### src/rtl/bfly_r2_growth.sv
module bfly_r2_growth #(
  parameter int DW = 16
) (
  input  logic                 clk,
  input  logic                 rst_n,
  input  logic                 in_vld,
  input  logic                 hr_two,
  input  logic signed [DW-1:0] a_re,
  input  logic signed [DW-1:0] a_im,
  input  logic signed [DW-1:0] b_re,
  input  logic signed [DW-1:0] b_im,
  input  logic signed [DW-1:0] w_re,
  input  logic signed [DW-1:0] w_im,
  output logic                 out_vld,
  output logic signed [DW-1:0] pa_re,
  output logic signed [DW-1:0] pa_im,
  output logic signed [DW-1:0] pb_re,
  output logic signed [DW-1:0] pb_im,
  output logic                 grow
);
  localparam int PW = 2*DW + 2;
  localparam int FB = DW - 1;
  localparam logic signed [DW-1:0] MAXV = {1'b0, {(DW-1){1'b1}}};
  localparam logic signed [DW-1:0] MINV = {1'b1, {(DW-1){1'b0}}};
  localparam logic signed [DW-1:0] T1 = {2'b01, {(DW-2){1'b0}}};
  localparam logic signed [DW-1:0] T2 = {3'b001, {(DW-3){1'b0}}};

  function automatic logic signed [DW-1:0] sat(input logic signed [PW-1:0] x);
    if (x > PW'(MAXV))      sat = MAXV;
    else if (x < PW'(MINV)) sat = MINV;
    else                    sat = x[DW-1:0];
  endfunction

  function automatic logic over(input logic signed [DW-1:0] x,
                                input logic signed [DW-1:0] t);
    over = (x >= t) || (x <= -t);
  endfunction

  // stage 1: products and twiddle class
  logic                 v1, h1, u1, j1;
  logic signed [DW-1:0] ar1, ai1, br1, bi1;
  logic signed [2*DW-1:0] prr, pii, pri, pir;

  always_ff @(posedge clk) begin
    if (!rst_n) begin
      v1 <= 1'b0; h1 <= 1'b0; u1 <= 1'b0; j1 <= 1'b0;
      ar1 <= '0; ai1 <= '0; br1 <= '0; bi1 <= '0;
      prr <= '0; pii <= '0; pri <= '0; pir <= '0;
    end else begin
      v1  <= in_vld;
      h1  <= hr_two;
      u1  <= (w_re == MAXV) && (w_im == '0);
      j1  <= (w_re == '0) && (w_im == MINV);
      ar1 <= a_re; ai1 <= a_im; br1 <= b_re; bi1 <= b_im;
      prr <= b_re * w_re;
      pii <= b_im * w_im;
      pri <= b_re * w_im;
      pir <= b_im * w_re;
    end
  end

  // stage 2: round, saturate, select twiddled operand
  logic signed [PW-1:0] sre, sim;
  logic signed [DW-1:0] tre_c, tim_c;
  assign sre = (PW'(prr) - PW'(pii) + PW'(1 <<< (FB-1))) >>> FB;
  assign sim = (PW'(pri) + PW'(pir) + PW'(1 <<< (FB-1))) >>> FB;

  always_comb begin
    if (u1) begin
      tre_c = br1; tim_c = bi1;
    end else if (j1) begin
      tre_c = bi1; tim_c = sat(-PW'(br1));
    end else begin
      tre_c = sat(sre); tim_c = sat(sim);
    end
  end

  logic                 v2, h2;
  logic signed [DW-1:0] ar2, ai2, tr2, ti2;

  always_ff @(posedge clk) begin
    if (!rst_n) begin
      v2 <= 1'b0; h2 <= 1'b0;
      ar2 <= '0; ai2 <= '0; tr2 <= '0; ti2 <= '0;
    end else begin
      v2 <= v1; h2 <= h1;
      ar2 <= ar1; ai2 <= ai1; tr2 <= tre_c; ti2 <= tim_c;
    end
  end

  // stage 3: saturating sum/difference and growth check
  logic signed [DW-1:0] nar, nai, nbr, nbi, thr;
  assign nar = sat(PW'(ar2) + PW'(tr2));
  assign nai = sat(PW'(ai2) + PW'(ti2));
  assign nbr = sat(PW'(ar2) - PW'(tr2));
  assign nbi = sat(PW'(ai2) - PW'(ti2));
  assign thr = h2 ? T2 : T1;

  always_ff @(posedge clk) begin
    if (!rst_n) begin
      out_vld <= 1'b0; grow <= 1'b0;
      pa_re <= '0; pa_im <= '0; pb_re <= '0; pb_im <= '0;
    end else begin
      out_vld <= v2;
      grow    <= v2 && (over(nar, thr) || over(nai, thr) ||
                        over(nbr, thr) || over(nbi, thr));
      pa_re <= nar; pa_im <= nai; pb_re <= nbr; pb_im <= nbi;
    end
  end
endmodule

### config.mk
export PLATFORM = sky130hd
export DESIGN_NAME = bfly_r2_growth
export DESIGN_NICKNAME = d
export VERILOG_FILES = /design/src/rtl/bfly_r2_growth.sv
export SDC_FILE = /design/constraint.sdc
export NUM_CORES = 2
export LEC_CHECK = 0
export BUFFER_PORTS_ARGS = -buffer_cell sky130_fd_sc_hd__buf_4
export CORE_MARGIN = 2
export CORE_UTILIZATION = 50
export DETAILED_ROUTE_END_ITERATION = 12
export GPL_TIMING_DRIVEN = 1
export PLACE_DENSITY = 0.69
export SYNTH_ARGS = -nofsm -noshare
export SYNTH_HDL_FRONTEND = slang
export SYNTH_SLANG_ARGS = --single-unit
### constraint.sdc
create_clock -name clk -period 6.7 [get_ports clk]
set_input_delay 1.005 -clock clk [delete_from_list [all_inputs] [get_ports clk]]
set_output_delay 1.005 -clock clk [all_outputs]
set_load 0.005 [all_outputs]
# Yosys cells after proc, flatten, opt, wreduce, memory -nomap -nowiden

Cells that the tools add are included.

Add/sub/neg operators: 10
Multipliers: 4
Order comparisons: 22
Equal/unequal tests: 2
Muxes and demuxes: 19
Reduce and logical (&&, ||, !) cells: 12

Operators with widths:

| operator                 | count |
|---|---|
| $mux W16                 | 18 |
| $mul A16 B16 Y32         | 4 |
| $add A33 B16 Y34 const B | 2 |
| $gt A17 B16 Y1 const B   | 4 |
| $lt A17 B16 Y1 const B   | 4 |
| $ge A16 B16 Y1           | 4 |
| $le A16 B16 Y1           | 4 |
| $gt A19 B16 Y1 const B   | 2 |
| $lt A19 B16 Y1 const B   | 2 |
| $add A16 B16 Y17         | 2 |
| $gt A34 B16 Y1 const B   | 1 |
| $lt A34 B16 Y1 const B   | 1 |
| $neg A16 Y34             | 1 |
| $sub A16 B16 Y17         | 2 |
| $add A32 B32 Y33         | 1 |
| $sub A32 B32 Y33         | 1 |
| $eq A16 B16 Y1 const B   | 2 |
| $logic_not A16 Y1        | 2 |
| $neg A15 Y16             | 1 |
| $mux W15                 | 1 |
| $logic_or A1 B1 Y1       | 7 |
| $logic_and A1 B1 Y1      | 3 |

Bits in registers: 328
Input port bits: 100
Output and inout port bits: 66
Logic and storage cells: 93

# Logic depth before layout (Yosys ltp)

Word-level depth: 10
Mapped depth: 26
Depth with buffers taken out: 25

# Worst setup path after synthesis

OpenSTA, ideal clock, no wires.

Path type: input port to flip-flop
From: in w_re[4]
To: reg prr[30]
Library setup time: 0.072 ns
Arrival: 6.922 ns
Data required time: 6.628 ns
Slack: -0.294 ns
Cell stages on the path: 26
Path buffers: 2
Cells stage by stage: clkbuf_1 -> clkbuf_1 -> nand2_1 -> fa_1 -> inv_1 -> fa_1 -> inv_1 -> fa_1 -> fa_1 -> inv_1 -> fa_1 -> inv_1 -> fa_1 -> inv_1 -> ha_1 -> a21oi_1 -> o21bai_1 -> a221oi_1 -> o211ai_1 -> o21ai_0 -> o21ai_0 -> o21ai_0 -> o21ai_0 -> a21o_1 -> a21oi_1 -> mux2i_1

Word-level cells in the longest chain between the ends: 1

RTL lines:

| what                 | RTL line | text |
|---|---|---|
| start, declared      | 12       | `input logic signed [DW-1:0] w_re,` |
| $mul A16 B16 Y32     | 55       | `prr <= b_re * w_re;` |
| end signal, assigned | 55       |  |
| end, declared        | 42       | `logic signed [2*DW-1:0] prr, pii, pri, pir;` |

No other way between the ends.
A chain may end at the register's enable or synchronous reset.

# Worst setup path in the final report

From: in w_im[3]
To: reg pri[27]

Word-level cells in the longest chain between the ends: 1

RTL lines:

| what                 | RTL line | text |
|---|---|---|
| start, declared      | 13       | `input logic signed [DW-1:0] w_im,` |
| $mul A16 B16 Y32     | 57       | `pri <= b_re * w_im;` |
| end signal, assigned | 57       |  |
| end, declared        | 42       |  |

No other way between the ends.

==> qor.txt <==
outcome = finished, final reports clean
crit path launch type = input pin
DR vias/cell = 5.23
R2R depth = 19
critical path class = in2reg
initial antenna violation count = 3
total global routing track utilization = 27.3%
post-placement cell area = 62,400 µm²
routed wire length = 153,000 µm
count of final hold-check violations = 0
ratio of cells with drive above 1 in the final layout = 11.7%
R2R setup slack = 1.40 ns
routed vias = 43,600
H-tree depth = 2
global-route wire length before repair = 248,000 µm
Routed Antenna Nets = 0
crit-path max FO = 11
Critical R2R Capture = grow$_SDFF_PN0_
number of synthesized flops with an enable pin = 0
GP Congestion = 0.953
number of port buffers = 165
placed insts = 8,269
Synthesis Warnings = 0
CTS sink cnt = 328
hold depth = 1
1st-pass router iterations = 6
nets = 8,495
insertion delay to the later sink of the worst-skew pair = 0.59 ns
nature of the critical path endpoint = register
clk buf depth = 3
WP data required = 7.12 ns
Row Count = 123
Synth Cell Area = 56,300 µm²
Clock transition at path regs = 0.06 ns
vias in the first global route = 46,200
Yosys top cell by area = fa_1
Max Cap Viol = 0
area grow syn2layout = 13.8%
Fillers = 10,000
count leader, synth = inv_1
Synth area leaders = fa_1 37%, ha_1 12%, dfxtp_1 12%
cells after synthesis = 6,376
die area = 115,000 µm²
Hold Crit Start = ar1[2]$_SDFF_PN0_
grt total ovfl = 0
Iteration-0 DRC Markers = 2,650
starting density of the core = 50.3%
worst reg2reg path startpoint = tr2[1]$_SDFF_PN0_
Slew @ Worst Pin = 1.05 ns
Die X = 340 µm
largest net degree at the start of global routing = 83
TritonCTS clock tree = built
Yosys cell types = 85
Min-Delay Path Class = reg2reg
Final Skew = 0.0325 ns
ys async rst share = 0%
I/O pin count = 166
leading post-synthesis cells by instance count = 1,320 x inv_1, 1,052 x fa_1, 679 x nand2_1, 550 x and2_1, 531 x ha_1
Seq cells post-synth = 328
hold endpoint = ar2[2]$_SDFF_PN0_
syn avg cell area = 8.83 µm²
Most used DFF post-synth = dfxtp_1
Finish-stage setup viols = 0
Post-Syn Nets = 8,059
DP HPWL = 130,000 µm
final instance area = 64,100 µm²
Final min period = 6.48 ns
Die Ht = 340 µm
final worst path period share = 96.8%
fin cells = 8,347
clock buffers created by TritonCTS = 41
sequential share of the synthesized area = 11.7%
CP arrival = 6.90 ns
routed length per instance = 18.4 µm
area of the core = 112,000 µm²
slew margin rel. = 29.9%
FMAX = 154 MHz
# hold bufs at CTS = 0
max-slew violation count = 0
CTS root buf = clkbuf_16
share of the synthesized area in the top cell type = 37.4%
DRC viols = 0
==> how the worst max path moves through the flow <==
stage                       start                 end  depth (start not counted)
after floorplan           w_re[4]  prr[30]$_SDFF_PN0_                         26
after global placement    w_im[5]  pri[27]$_SDFF_PN0_                         23
after detailed placement  b_im[7]  pii[29]$_SDFF_PN0_                         22
after CTS                 b_im[7]  pii[29]$_SDFF_PN0_                         22
after global routing      b_im[6]  pii[31]$_SDFF_PN0_                         23
final                     w_im[3]  pri[27]$_SDFF_PN0_                         25
==> state kept, by name (all words and copies together), names as in the netlist, 32 cells and up <==
| register | flops |
|---|---|
| pii | 32 |
| pir | 32 |
| pri | 32 |
| prr | 32 |
==> what timing repair did <==
action / 4_1_cts / 5_1_grt
setup buffers: 0 / 0
setup endpoints to repair: 0 / 22
resized for setup: 0 / 37
==> final cells by class <==
class	instances	area [µm²]	area share (%)
inverters	1321	4960	7.74
clock inverters	26	413	0.644
clock buffers	48	1090	1.70
multi-input cells	4439	43800	68.3
flip-flops and latches	328	6570	10.2
well taps	1500	1880	2.93
diodes	4	10.0	0.0156
repair buffers	681	5380	8.39
==> worst max-delay path, cell delays in order <==
cell      delay [ns]
buf_4           0.24
buf_6           0.20
nand2_1         0.08
fa_1            0.48
inv_1           0.06
fa_1            0.41
inv_1           0.09
fa_1            0.42
fa_1            0.56
inv_1           0.05
fa_1            0.47
inv_1           0.05
fa_1            0.47
inv_1           0.04
ha_1            0.18
or2_2           0.29
a311oi_2        0.24
buf_4           0.17
o31a_1          0.20
a211o_1         0.21
a21oi_2         0.09
a31oi_2         0.29
o21ai_0         0.17
xnor2_1         0.28
nor2_1          0.12
==> layer usage <==
| metal | vias up | wire [µm] | GRT usage (%) |
|---|---|---|---|
| li1 | 20300 | - | - |
| met1 | 21700 | 65500 | 36.8 |
| met2 | 1412 | 70300 | 44.5 |
| met3 | 279 | 10500 | 4.20 |
| met4 | 2 | 6860 | 10.7 |
| met5 | - | 8 | 0 |
==> cells in the final DEF, fill, tap and decap left out, drive strengths merged, types with 9 or more instances in the layout <==
cell / Yosys / final
a211o: 10 / 10
a211oi: 24 / 24
a21o: 88 / 88
a21oi: 218 / 218
a31oi: 26 / 26
and2: 551 / 551
and3: 16 / 16
and4: 9 / 9
buf: 11 / 681
clkbuf: 277 / 48
clkinv: 1 / 14
dfxtp: 328 / 328
fa: 1052 / 1052
ha: 531 / 531
inv: 1320 / 1323
mux2i: 12 / 12
nand2: 679 / 679
nand2b: 84 / 84
nand3: 50 / 50
nand4: 26 / 26
nor2: 370 / 370
nor2b: 34 / 34
nor3: 51 / 51
nor3b: 13 / 13
nor4: 12 / 12
o211ai: 12 / 12
o21a: 33 / 33
o21ai: 138 / 138
o21bai: 26 / 26
o31ai: 26 / 26
or3: 16 / 16
xnor2: 153 / 153
xor2: 60 / 60
==> per-stage QoR <==
step           utilization [%]  setup TNS [ns]  hold slack [ns]  setup slack, ns
5_1_grt                   57.2         -0.0685            0.446          -0.0368
6_report                  57.2               0            0.432            0.218
3_5_place_dp              55.7          -10.90            0.419           -0.431
2_1_floorplan                -         -0.0320            0.404          -0.0320
3_3_place_gp              55.7           -7.72            0.416           -0.383
4_1_cts                   57.1               0            0.436            0.162
==> kinds of logic (layout without fill, tap and decap cells) <==
group,Yosys count,in the layout,share of synthesized area (%)
muxes,13,13,0.233
xor gates and xnor gates,213,213,3.31
AOI/OAI and AO/OA,698,698,8.09
DFF,328,328,11.7
other,0,4,0
and+or+nand+nor,1930,1930,16.7
buffers and inverters,1609,2076,10.8
adders and majority gates,1585,1585,49.2
Power is left out: the tool's default activity adds up to more than one toggle a clock period on the data nets, which glitch-free logic cannot reach.
